$ cat src/rtl/tscan_pkg.sv
package tscan_pkg;
    localparam int ADDR_W     = 3;
    localparam int NCH        = 1 << ADDR_W;
    localparam int SAMP_W     = 12;
    localparam int CMD_BITS   = 8;
    localparam int FRAME_BITS = CMD_BITS + 16;
    localparam int DATA_FIRST = CMD_BITS + 1;           // word bit 15 skipped
    localparam int DATA_LAST  = DATA_FIRST + SAMP_W - 1; // word bit 3

    typedef enum logic [2:0] {
        ST_IDLE,
        ST_SEEK,
        ST_ISSUE,
        ST_WAIT,
        ST_STORE,
        ST_FIN
    } seq_state_t;

    function automatic logic single_ended(input logic [ADDR_W-1:0] a);
        return (a == 3'd0) || (a == 3'd2) || (a == 3'd6) || (a == 3'd7);
    endfunction
endpackage

$ cat src/rtl/tscan_cmd.sv
module tscan_cmd
    import tscan_pkg::*;
(
    input  logic [ADDR_W-1:0]   addr,
    input  logic                int_ref,
    input  logic                last,
    output logic [CMD_BITS-1:0] cmd
);
    logic se;

    always_comb begin
        se  = single_ended(addr);
        // start | address | 12-bit mode | SE | ref on | converter on
        cmd = {1'b1, addr, 1'b0, se, se & int_ref & ~last, ~last};
    end
endmodule

$ cat src/rtl/tscan_frame.sv
module tscan_frame
    import tscan_pkg::*;
#(
    parameter int DIV = 2
) (
    input  logic                clk,
    input  logic                rst_n,
    input  logic                go,
    input  logic [CMD_BITS-1:0] cmd,
    input  logic                miso,
    output logic                sclk,
    output logic                mosi,
    output logic                fin,
    output logic [SAMP_W-1:0]   sample
);
    localparam int DIV_W = (DIV > 1) ? $clog2(DIV) : 1;
    localparam int BIT_W = $clog2(FRAME_BITS);

    logic                  active;
    logic [DIV_W-1:0]      div_cnt;
    logic [BIT_W-1:0]      bit_cnt;
    logic [FRAME_BITS-1:0] tx_sh;
    logic [SAMP_W-1:0]     rx_sh;
    logic                  sclk_q;
    logic                  fin_q;

    always_ff @(posedge clk or negedge rst_n) begin
        if (!rst_n) begin
            active  <= 1'b0;
            div_cnt <= '0;
            bit_cnt <= '0;
            tx_sh   <= '0;
            rx_sh   <= '0;
            sclk_q  <= 1'b0;
            fin_q   <= 1'b0;
        end else begin
            fin_q <= 1'b0;
            if (!active) begin
                if (go) begin
                    active  <= 1'b1;
                    tx_sh   <= {cmd, {(FRAME_BITS-CMD_BITS){1'b0}}};
                    bit_cnt <= '0;
                    div_cnt <= '0;
                    sclk_q  <= 1'b0;
                end
            end else if (div_cnt == DIV_W'(DIV - 1)) begin
                div_cnt <= '0;
                sclk_q  <= ~sclk_q;
                if (!sclk_q) begin
                    // rising edge: keep only the 12 data bits of the word
                    if (bit_cnt >= BIT_W'(DATA_FIRST) && bit_cnt <= BIT_W'(DATA_LAST))
                        rx_sh <= {rx_sh[SAMP_W-2:0], miso};
                end else if (bit_cnt == BIT_W'(FRAME_BITS - 1)) begin
                    active <= 1'b0;
                    fin_q  <= 1'b1;
                end else begin
                    bit_cnt <= bit_cnt + 1'b1;
                    tx_sh   <= {tx_sh[FRAME_BITS-2:0], 1'b0};
                end
            end else begin
                div_cnt <= div_cnt + 1'b1;
            end
        end
    end

    assign sclk   = sclk_q;
    assign mosi   = tx_sh[FRAME_BITS-1];
    assign fin    = fin_q;
    assign sample = rx_sh;
endmodule

$ cat src/rtl/tscan_avg.sv
module tscan_avg
    import tscan_pkg::*;
#(
    parameter int CNT_W = 4
) (
    input  logic              clk,
    input  logic              rst_n,
    input  logic              clr,
    input  logic              add,
    input  logic [SAMP_W-1:0] sample,
    input  logic [CNT_W-1:0]  divisor,
    output logic [SAMP_W-1:0] mean
);
    localparam int ACC_W = SAMP_W + CNT_W;

    logic [ACC_W-1:0] acc;
    logic [ACC_W-1:0] quot;

    always_ff @(posedge clk or negedge rst_n) begin
        if (!rst_n)   acc <= '0;
        else if (clr) acc <= '0;
        else if (add) acc <= acc + ACC_W'(sample);
    end

    // divisor is never 0 here; acc + d - 1 < d * 2^SAMP_W fits ACC_W
    always_comb begin
        quot = (acc + ACC_W'(divisor) - 1'b1) / ACC_W'(divisor);
        mean = quot[SAMP_W-1:0];
    end
endmodule

$ cat src/rtl/touch_scan_seq.sv
module touch_scan_seq
    import tscan_pkg::*;
#(
    parameter int CNT_W    = 4,
    parameter int SCLK_DIV = 2
) (
    input  logic                    clk,
    input  logic                    rst_n,
    input  logic                    start,
    input  logic [NCH-1:0]          ch_en,
    input  logic [NCH*CNT_W-1:0]    settle_frames,
    input  logic [NCH*CNT_W-1:0]    oversample,
    input  logic                    int_ref,
    output logic                    sclk,
    output logic                    cs_n,
    output logic                    mosi,
    input  logic                    miso,
    output logic [NCH*SAMP_W-1:0]   result,
    output logic                    done
);
    seq_state_t state, state_nx;

    logic [NCH-1:0]                en_q;
    logic [NCH*CNT_W-1:0]          settle_q, ovs_q;
    logic                          iref_q;
    logic [ADDR_W-1:0]             idx, grp;
    logic [CNT_W:0]                fidx;
    logic [CNT_W-1:0]              settle_cur, m_cur, ovs_sel;
    logic [CNT_W:0]                total;
    logic                          last, keep;
    logic [NCH-1:0][SAMP_W-1:0]    res_q;

    logic                          go, fin, clr, add;
    logic [CMD_BITS-1:0]           cmd;
    logic [SAMP_W-1:0]             sample, mean;

    assign total   = {1'b0, settle_cur} + {1'b0, m_cur};
    assign last    = (fidx == total - 1'b1);
    assign keep    = (fidx >= {1'b0, settle_cur});
    assign ovs_sel = ovs_q[idx*CNT_W +: CNT_W];

    tscan_cmd u_cmd (
        .addr    (idx),
        .int_ref (iref_q),
        .last    (last),
        .cmd     (cmd)
    );

    tscan_frame #(.DIV(SCLK_DIV)) u_frame (
        .clk    (clk),
        .rst_n  (rst_n),
        .go     (go),
        .cmd    (cmd),
        .miso   (miso),
        .sclk   (sclk),
        .mosi   (mosi),
        .fin    (fin),
        .sample (sample)
    );

    tscan_avg #(.CNT_W(CNT_W)) u_avg (
        .clk     (clk),
        .rst_n   (rst_n),
        .clr     (clr),
        .add     (add),
        .sample  (sample),
        .divisor (m_cur),
        .mean    (mean)
    );

    // state register
    always_ff @(posedge clk or negedge rst_n) begin
        if (!rst_n) state <= ST_IDLE;
        else        state <= state_nx;
    end

    // next state
    always_comb begin
        state_nx = state;
        unique case (state)
            ST_IDLE:  if (start) state_nx = ST_SEEK;
            ST_SEEK:  if (en_q[idx])                     state_nx = ST_ISSUE;
                      else if (idx == ADDR_W'(NCH - 1))  state_nx = ST_FIN;
            ST_ISSUE: state_nx = ST_WAIT;
            ST_WAIT:  if (fin) state_nx = last ? ST_STORE : ST_ISSUE;
            ST_STORE: state_nx = (idx == ADDR_W'(NCH - 1)) ? ST_FIN : ST_SEEK;
            ST_FIN:   state_nx = ST_IDLE;
            default:  state_nx = ST_IDLE;
        endcase
    end

    // outputs
    always_comb begin
        cs_n = (state == ST_IDLE) || (state == ST_FIN);
        done = (state == ST_FIN);
        go   = (state == ST_ISSUE);
        clr  = (state == ST_SEEK);
        add  = (state == ST_WAIT) && fin && keep;
    end

    // datapath
    always_ff @(posedge clk or negedge rst_n) begin
        if (!rst_n) begin
            en_q       <= '0;
            settle_q   <= '0;
            ovs_q      <= '0;
            iref_q     <= 1'b0;
            idx        <= '0;
            grp        <= '0;
            fidx       <= '0;
            settle_cur <= '0;
            m_cur      <= CNT_W'(1);
            res_q      <= '0;
        end else begin
            unique case (state)
                ST_IDLE: if (start) begin
                    en_q     <= ch_en;
                    settle_q <= settle_frames;
                    ovs_q    <= oversample;
                    iref_q   <= int_ref;
                    idx      <= '0;
                    grp      <= '0;
                end
                ST_SEEK: begin
                    if (en_q[idx]) begin
                        settle_cur <= settle_q[idx*CNT_W +: CNT_W];
                        m_cur      <= (ovs_sel == '0) ? CNT_W'(1) : ovs_sel;
                        fidx       <= '0;
                    end else begin
                        idx <= idx + 1'b1;
                    end
                end
                ST_WAIT: if (fin) fidx <= fidx + 1'b1;
                ST_STORE: begin
                    res_q[grp] <= mean;
                    grp        <= grp + 1'b1;
                    idx        <= idx + 1'b1;
                end
                default: ;
            endcase
        end
    end

    assign result = res_q;
endmodule

$ cat config.mk
export PLATFORM = sky130hd
export DESIGN_NAME = touch_scan_seq
export DESIGN_NICKNAME = d
export VERILOG_FILES = /design/src/rtl/tscan_pkg.sv /design/src/rtl/tscan_cmd.sv /design/src/rtl/tscan_frame.sv /design/src/rtl/tscan_avg.sv /design/src/rtl/touch_scan_seq.sv
export SDC_FILE = /design/constraint.sdc
export NUM_CORES = 1
export LEC_CHECK = 0
export BUFFER_PORTS_ARGS = -buffer_cell sky130_fd_sc_hd__buf_4
export CAP_MARGIN = 5
export CORE_MARGIN = 4
export CORE_UTILIZATION = 60
export DETAILED_ROUTE_END_ITERATION = 6
export MAX_ROUTING_LAYER = met4
export PLACE_DENSITY = 0.81
export SLEW_MARGIN = 20
export SYNTH_ARGS = -nofsm -noshare
export SYNTH_HDL_FRONTEND = slang
export SYNTH_SLANG_ARGS = --single-unit
$ cat constraint.sdc
create_clock -name clk -period 48.1 [get_ports clk]
set_clock_uncertainty 0.05 [all_clocks]
set_input_delay 0 -clock clk [delete_from_list [all_inputs] [get_ports clk]]
set_output_delay 0 -clock clk [all_outputs]
set_load 0.05 [all_outputs]
After elaboration in Yosys (flattened, before gate mapping):

Cells that the tools add are included.

* add/sub/neg operators: 10
* $mul: 0
* div/mod/pow operators: 1
* magnitude comparators: 6
* equality and inequality tests: 18
* shift-type cells: 2
* multiplexer cells: 46
* bitwise operators: 4
* reductions and logical operators: 25

Operators by type and width (number)
* $mux 24: 5
* $bwmux 96: 1
* $shiftx 32x6->4: 2
* $demux 12 s3: 1
* $mux 5: 7
* $mux 16: 2
* $mux 3: 8
* $add 16x12->16: 1
* $add 16x4->16: 1
* $div 16x4->16: 1
* $sub 16x1->16 const B: 1
* $mux 1: 15
* $pmux 3 s5: 1
* $eq 3x3->1 const B: 4
* $mux 12: 1
* $add 5x1->5 const B: 2
* $ne 2x2->1 const B: 5
* $pmux 5 s2: 1
* $eq 3x2->1 const B: 3
* $pmux 3 s3: 1
* $reduce_and 3->1: 3
* $lt 3x4->1 const B: 2
* $reduce_and 2->1: 4
* $reduce_and 4->1: 2
* 24 further kinds: 38

* register bits after elaboration: 252
* latch bits: 0
* bits in writable memories: 0
* ROM bits: 0
* bits of input ports: 77
* output and inout bits: 100
* logic and storage cells: 138
* memories: 0

Depth between registers and ports, before layout:

Gate-level depths: netlist of run 1.

* depth in word-level cells: 8
* mapped depth: 173
* mapped depth without buffers: 157

Modules after synthesis:

From an unflattened synthesis of run 1, not the netlist that was laid out.

* cell total of the unflattened synthesis: 1638
* area total of the unflattened synthesis: 16687.3 um2

By module, submodules not included
* touch_scan_seq: times used 1, cells each 556, area an instance 8225.4 um2, seq. area each 4780.8 um2
* tscan_avg: times used 1, cells each 957, area an instance 7030.5 um2, seq. area each 400.4 um2
* tscan_frame: times used 1, cells each 111, area an instance 1341.3 um2, seq. area each 725.7 um2
* tscan_cmd: times used 1, cells each 14, area an instance 90.1 um2, seq. area each 0.0 um2

Least setup slack after synthesis of run 1:

OpenSTA, ideal clock, no wires.

* path kind: reg-to-reg
* start: register m_cur[1]
* end: register res_q (netlist bit result[24])
* arrival: 32389 ps
* slack: 15505 ps
* stages on the path, launching flop included: 171
* buffers on the path: 18
* clock period less this slack: 32595 ps
* cells stage by stage: dfrtp_1 -> inv_1 -> ha_1 -> inv_1 -> ha_1 -> inv_1 -> fa_1 -> nand2b_1 -> a21oi_1 -> o21ai_1 -> o21ai_1 -> a21oi_1 -> xnor2_1 -> ha_1 -> o21ai_0 -> o21ai_0 -> ha_1 -> o21a_1 -> [... 135 more ...] -> o21ai_0 -> nand2b_1 -> nor3b_1 -> nor4b_4 -> nand2_1 -> clkbuf_1 -> nor2_1 -> a21oi_1 -> ha_1 -> a21boi_0 -> o21ai_0 -> nand2b_1 -> a21oi_1 -> o2111a_1 -> nand4_1 -> or4_4 -> a211oi_4 -> a41oi_1

* cells in the longest elaborated chain, start to end: 4

Ends and longest elaborated chain
* from (decl): line touch_scan_seq.sv:28 `logic [CNT_W-1:0] settle_cur, m_cur, ovs_sel;`
* from (signal assigned): line touch_scan_seq.sv:127 `m_cur <= (ovs_sel == '0) ? CNT_W'(1) : ovs_sel;`
* $add 16x4->16: line tscan_avg.sv:27 `quot = (acc + ACC_W'(divisor) - 1'b1) / ACC_W'(divisor);`
* $sub 16x1->16: line tscan_avg.sv:27
* $div 16x4->16 *: line tscan_avg.sv:27
* $bwmux 96 *: line touch_scan_seq.sv:135 `res_q[grp] <= mean;`
* to (signal, indexed assignment): line touch_scan_seq.sv:135
* to (decl): line touch_scan_seq.sv:31 `logic [NCH-1:0][SAMP_W-1:0] res_q;`

Every way passes the cells marked *; elsewhere a longest branch is shown, timed or not.
A chain may end at the register's enable or synchronous reset.

Worst setup path in the final report of run 1:

Same ends and word-level chain as after synthesis.

==> flow_summary.yaml, run 1 <==
synth:
  synth-async-reset-ratio_pct: 100
  synthTopCellsByArea: "dfrtp_1, ha_1, mux2_2, nand2_1, o21ai_0"
  yosys.area.top_type_share_pct: 36.9
  synth_seq_cells: 236
  synth_flop_cell: "dfrtp_1"
  netlist_area_um2: 15900
  synth.avg_cell_area_um2: 9.59
  synth_warnings: 0
  synth.distinct_cells: 111
  netlist_instances: 1660
  yosys.area.top_type: "dfrtp_1"
  syn_nets: 1849
  synth-edff-count: 0
  synth_seq_area_share_pct: 37.1
place:
  dp_hpwl_mm: 30.3
  portBuffers: 176
  place_congestion: 0.902
  place_inst: 2114
final_layout:
  final_common_cell: "dfrtp_1"
  layout.cells.non_filler: 2236
  fin_nets: 2071
  areaGrowthSynthToFinish_pct: 20.6
  multi_input_comb_area_um2: 9450
  mostFrequentLayoutCells: "dfrtp_1, buf_4, nand2_1"
  drive_gt1_share_pct: 22.6
  regArea_um2: 5910
  nFillCells: 1751
  diodes: 0
route:
  drt-wirelength-per-cell_um: 21.3
  drt_iter0_markers: 1514
  ant_nets: 0
  vias_per_cell: 6.32
  dr_total_vias: 14100
  first_pass_iters: 5
  route.detailed.drc: 0
  wirelength_mm: 47.6
critical_path:
  critPathKind: "reg -> reg"
  crit_path_end_kind: "register"
  startpoint_type: "register"
  crit_arrival_ns: 38.85
  crit_slowest_cell: "and4bb_1"
  crit_path_max_fanout: 21
  cpMostUsedCell: "o21a_1"
  max_stage_delay_ns: 0.82
  required_ns: 48.41
sta:
  final_hold_viol_count: 0
  tightest_slew_ns: 1.04
  fin_setup_tns_ns: 0
  setup_viol: 0
  fin_crit_ns: 38.54
  drv_slew: 0
  max_slew_margin_pct: 30.4
  rsz0062_at_grt: "no"
  min_period_over_period_pct: 80.1
  fmax_ghz: 0.0259
floorplan:
  core.rowCount: 59
  core_area_um2: 26100
  fp.dieH_um: 171
  die_width_um: 171
  die-area_um2: 29200
  ios: 177
  start_util_pct: 61.1
clocking:
  clk_pin_slew_ns: 0.07
  post_cts_buffers: 0
  htreeDepth: 1
  cts_resized: 0
  cts_made_buffers: 25
  clock_path_buffers: 3
  cts_hold_buf: 76
  clock_latency_ns: 0.56
  ctsRootBufferMaster: "clkbuf_16"
  clock-sinks: 236
  tritoncts: "done"
worst_hold_path:
  hold_path.class: "in -> async"
global_route:
  grt-ovfl-total: 0
  top_usage_layer: "met2"
  groute.layer.met2.usage_pct: 54.7
  antenna_found_initial: 0
  grt_pass1_wl_mm: 75.2
  grt_use_total_pct: 33.0
  grt_pass1_vias: 14100
  met3_usage_pct: 3.77
  use_met1_pct: 41.3
  grt_max_degree: 91
status:
  status: "finished clean"
flow_run:
  maxCapViolCount: 0
routing by layer:
metal | share of wire, % | up-vias
met2 | 49 | 611
met5 | 0 | -
met3 | 6.0 | 159
met1 | 40 | 6898
met4 | 5.0 | 0
li1 | - | 6465
worst max-delay path: cells and delay by family (launching register included):
kind / cells / cell delay (ns)
AO/OA/AOI/OAI: 72 / 16.36
XOR/XNOR: 1 / 0.22
adder cells (fa/ha/maj): 19 / 5.92
buffers and inverters: 7 / 1.27
flip-flops: 1 / 0.41
multiplexers: 5 / 1.55
AND/OR/NAND/NOR: 46 / 12.52
kinds of logic (layout without fill, tap and decap cells):
group                      count (synthesis)  count (layout)  share of synthesized area, %
and+or+nand+nor                          505             505                          15.5
AOI/OAI and AO/OA                        432             432                          18.4
DFF                                      236             236                          37.1
muxes                                    162             162                          12.5
buffers and inverters                    142             383                          3.66
adders and majority gates                112             112                          8.95
xor gates and xnor gates                  71              71                          3.95
final timing paths:
| kind | cells after the start | start | end | slack [ns] |
|---|---|---|---|---|
| max | 150 | m_cur[1]$_DFFE_PN0P_ | result[24]$_DFFE_PN0P_ | 9.56 |
| max in group asynchronous | 4 | rst_n | m_cur[1]$_DFFE_PN0P_ | 45.88 |
| max reg2reg | 150 | m_cur[1]$_DFFE_PN0P_ | result[24]$_DFFE_PN0P_ | 9.56 |
| min reg2reg | 2 | result[45]$_DFFE_PN0P_ | result[45]$_DFFE_PN0P_ | 0.44 |
| min | 2 | rst_n | result[80]$_DFFE_PN0P_ | 0.008 |
| min in group clk | 3 | oversample[21] | ovs_q[21]$_DFFE_PN0P_ | 0.18 |
state kept, by name, summed over array words and instances (netlist names):
name / count
grp: 3
u_frame.fin: 1
settle_q: 32
settle_cur: 4
en_q: 8
u_frame.div_cnt: 1
ovs_q: 32
u_frame.bit_cnt: 5
u_frame.tx_sh: 8
u_frame.active: 1
u_frame.sample: 12
iref_q: 1
u_avg.acc: 16
m_cur: 4
state: 3
u_frame.sclk: 1
result: 96
fidx: 5
idx: 3
cells in the mapped netlist, types with 4 or more instances:
cell type / count
dfrtp_1: 235
nand2_1: 159
nor2_1: 138
o21ai_0: 114
ha_1: 109
mux2_2: 104
a21oi_1: 97
inv_1: 73
clkbuf_1: 51
nor3_1: 45
xnor2_1: 44
mux2i_1: 39
o21a_1: 29
xor2_1: 26
nand3_1: 25
a21o_1: 20
a31oi_1: 19
or2_2: 19
mux4_2: 18
o31ai_1: 18
nand2b_1: 16
nand4_1: 16
o21bai_1: 14
a211oi_1: 12
and2_1: 12
nor2b_1: 10
or3_1: 10
o211ai_1: 9
and3_1: 8
a22o_1: 7
buf_2: 6
o21ai_1: 6
a211o_1: 5
a21oi_2: 5
a41oi_1: 5
buf_4: 5
nor4_1: 5
o2111ai_1: 5
a21boi_0: 4
nor4b_1: 4
o221ai_1: 4
through the flow:
| stage | hold slack (ns) | setup WS (ns) | cell area (µm²) | util [%] |
|---|---|---|---|---|
| after floorplan | -0.346 | 15.50 | 15900 | - |
| after global placement | -0.00947 | 11.46 | 17500 | 67.0 |
| after detailed placement | -0.00889 | 10.10 | 17500 | 67.0 |
| after CTS | 0.0499 | 9.93 | 19200 | 73.6 |
| after global routing | 0.0804 | 6.14 | 19200 | 73.6 |
| final | 0.00768 | 9.56 | 19200 | 73.6 |
final cells by class:
type | instances | area share [%]
inverters | 74 | 1.45
repair buffers | 263 | 11.3
multi-input cells | 1282 | 49.2
clock inverters | 19 | 1.70
well taps | 335 | 2.18
clock buffers | 27 | 3.30
flip-flops and latches | 236 | 30.8
Power of run 1 is not shown: default switching activity piles up to over one toggle a cycle in this logic, so the estimate is an artifact.
==> inputs of run 2 (changes only) <==
- CORE_UTILIZATION: 60 -> 54
- PLACE_DENSITY: 0.81 -> 0.77
- clock period: 48.1 -> 32.6 ns (I/O delays scaled with it)
==> run 2 against run 1 <==
Against the previous run: global-route usage shrank 4.6 points; via count is 0.28% higher; die area increased by 11%; final cell count up 4.0%; cell area grew 2.3%; first-iteration DRC count fell by 28%; utilization down 5.6 points; critical endpoint unchanged.
==> flow_summary.yaml, run 2 (synthesized netlist as in run 1, its figures left out) <==
floorplan:
  die_width_um: 180
  fp.dieH_um: 180
  core_area_um2: 28900
  die-area_um2: 32300
  start_util_pct: 55.2
  ios: 177
  core.rowCount: 62
final_layout:
  areaGrowthSynthToFinish_pct: 23.3
  drive_gt1_share_pct: 25.5
  largest_register_ffs: 96
  layout.cells.non_filler: 2326
  final_common_cell: "dfrtp_1"
  mostFrequentLayoutCells: "dfrtp_1, buf_4, nand2_1"
  fin_nets: 2113
flow_run:
  maxCapViolCount: 0
global_route:
  grt-ovfl-total: 0
  grt_max_degree: 98
  antenna_found_initial: 0
  grt_use_total_pct: 28.4
  grt_pass1_wl_mm: 74.2
  grt_pass1_vias: 14200
place:
  portBuffers: 176
  pre_cts_ws_ns: -0.0993
  place_inst: 2192
  place_congestion: 0.980
  dp_hpwl_mm: 31.1
sta:
  tightest_slew_ns: 0.960
  drv_slew: 0
  postLayoutSetupSlackWorst_ns: 2.02
  max_slew_margin_pct: 36.0
  fmax_ghz: 0.0327
  final_hold_viol_count: 0
  setup_viol: 0
  fin_crit_ns: 30.58
  min_period_over_period_pct: 93.8
critical_path:
  crit_arrival_ns: 30.88
  required_ns: 32.90
  critPathKind: "reg -> reg"
  crit_path_max_fanout: 17
  crit_path_end_kind: "register"
  max_stage_delay_ns: 0.54
  worstRegToRegCells: 157
  cpMostUsedCell: "o21a_1"
  crit_slowest_cell: "or4_4"
  startpoint_type: "register"
status:
  status: "finished clean"
route:
  route.detailed.drc: 0
  wirelength_mm: 46.3
  highest_layer: "met4"
  first_pass_iters: 5
  dr_total_vias: 14200
  vias_per_cell: 6.09
  drt_iter0_markers: 1087
  ant_nets: 0
  m1WireLength_mm: 18.2
  dr_wl_met2_mm: 23.8
  wl_met3_mm: 2.55
  drt-wirelength-per-cell_um: 19.9
clocking:
  htreeDepth: 1
  clock_path_buffers: 3
  clk_pin_slew_ns: 0.07
  ctsRootBufferMaster: "clkbuf_16"
  clock_latency_ns: 0.54
  tritoncts: "done"
  cts_made_buffers: 25
  clock-sinks: 236
worst_hold_path:
  hold_path.class: "in -> async"
-- run 2: cell count changes in the layout (fill, tap and decap cells not counted), moves of 4 or more --
cell,previous run,this run
nor2_1,138,130
mux2i_2,0,4
nor2_2,1,6
buf_6,1,5
mux2i_1,39,35
clkbuf_8,0,5
o21ai_0,114,107
buf_4,185,223
bufinv_16,8,2
-- run 2: critical path, delay by kind of cell (launching register included) --
kind / cells / cell delay, ns
AO/OA/AOI/OAI: 74 / 12.42
XOR/XNOR: 1 / 0.23
adder cells (fa/ha/maj): 19 / 5.71
buffers and inverters: 8 / 0.93
flip-flops: 1 / 0.40
multiplexers: 4 / 0.99
AND/OR/NAND/NOR: 51 / 9.59
-- run 2: worst paths after layout --
| kind | startpoint | end | slack (ns) |
|---|---|---|---|
| setup / recovery | m_cur[1]$_DFFE_PN0P_ | result[24]$_DFFE_PN0P_ | 2.02 |
| hold / removal | rst_n | result[59]$_DFFE_PN0P_ | 0.04 |
| setup reg to reg | m_cur[1]$_DFFE_PN0P_ | result[24]$_DFFE_PN0P_ | 2.02 |
| hold reg to reg | result[58]$_DFFE_PN0P_ | result[58]$_DFFE_PN0P_ | 0.43 |
| max in group asynchronous | rst_n | u_frame.bit_cnt[2]$_DFFE_PN0P_ | 30.47 |
| min in group clk | oversample[15] | ovs_q[15]$_DFFE_PN0P_ | 0.19 |
-- run 2: metrics by stage --
stage | hold slack, ns | cell area (µm²) | util (%) | setup TNS [ns]
3_5_place_dp | 0.0237 | 17700 | 61.5 | -0.594
4_1_cts | 0.0653 | 19300 | 67.0 | 0
6_report | 0.0364 | 19600 | 68.0 | 0
3_3_place_gp | 0.0211 | 17700 | 61.5 | 0
2_1_floorplan | -0.346 | 15900 | - | 0
5_1_grt | 0.133 | 19600 | 68.0 | -2.85
-- run 2: area by class of cell --
cell class,count,area [µm²]
clock buffer,35,713
timing repair buffer,305,2510
tap,384,480
clock inverter,9,106
fill,2105,9230
antenna,1,2.50
inverter,74,278
sequential,236,5910
multi-input combinational,1282,9630
-- run 2: timing repair --
| item | CTS | global route |
|---|---|---|
| resized for setup | 2 | 52 |
| hold endpoints to repair | 173 | 0 |
| buffers inserted | 0 | 13 |
| pin swaps | 0 | 12 |
| hold buffers | 76 | 0 |
| endpoints found under the setup margin | 8 | 16 |
-- run 2: metal layers --
layer	global-route usage [%]	vias up
met1	33.2	6923
met2	50.6	534
li1	-	6567
met5	-	-
met3	3.60	149
met4	9.88	0
Power of run 2 is left out for the same reason.
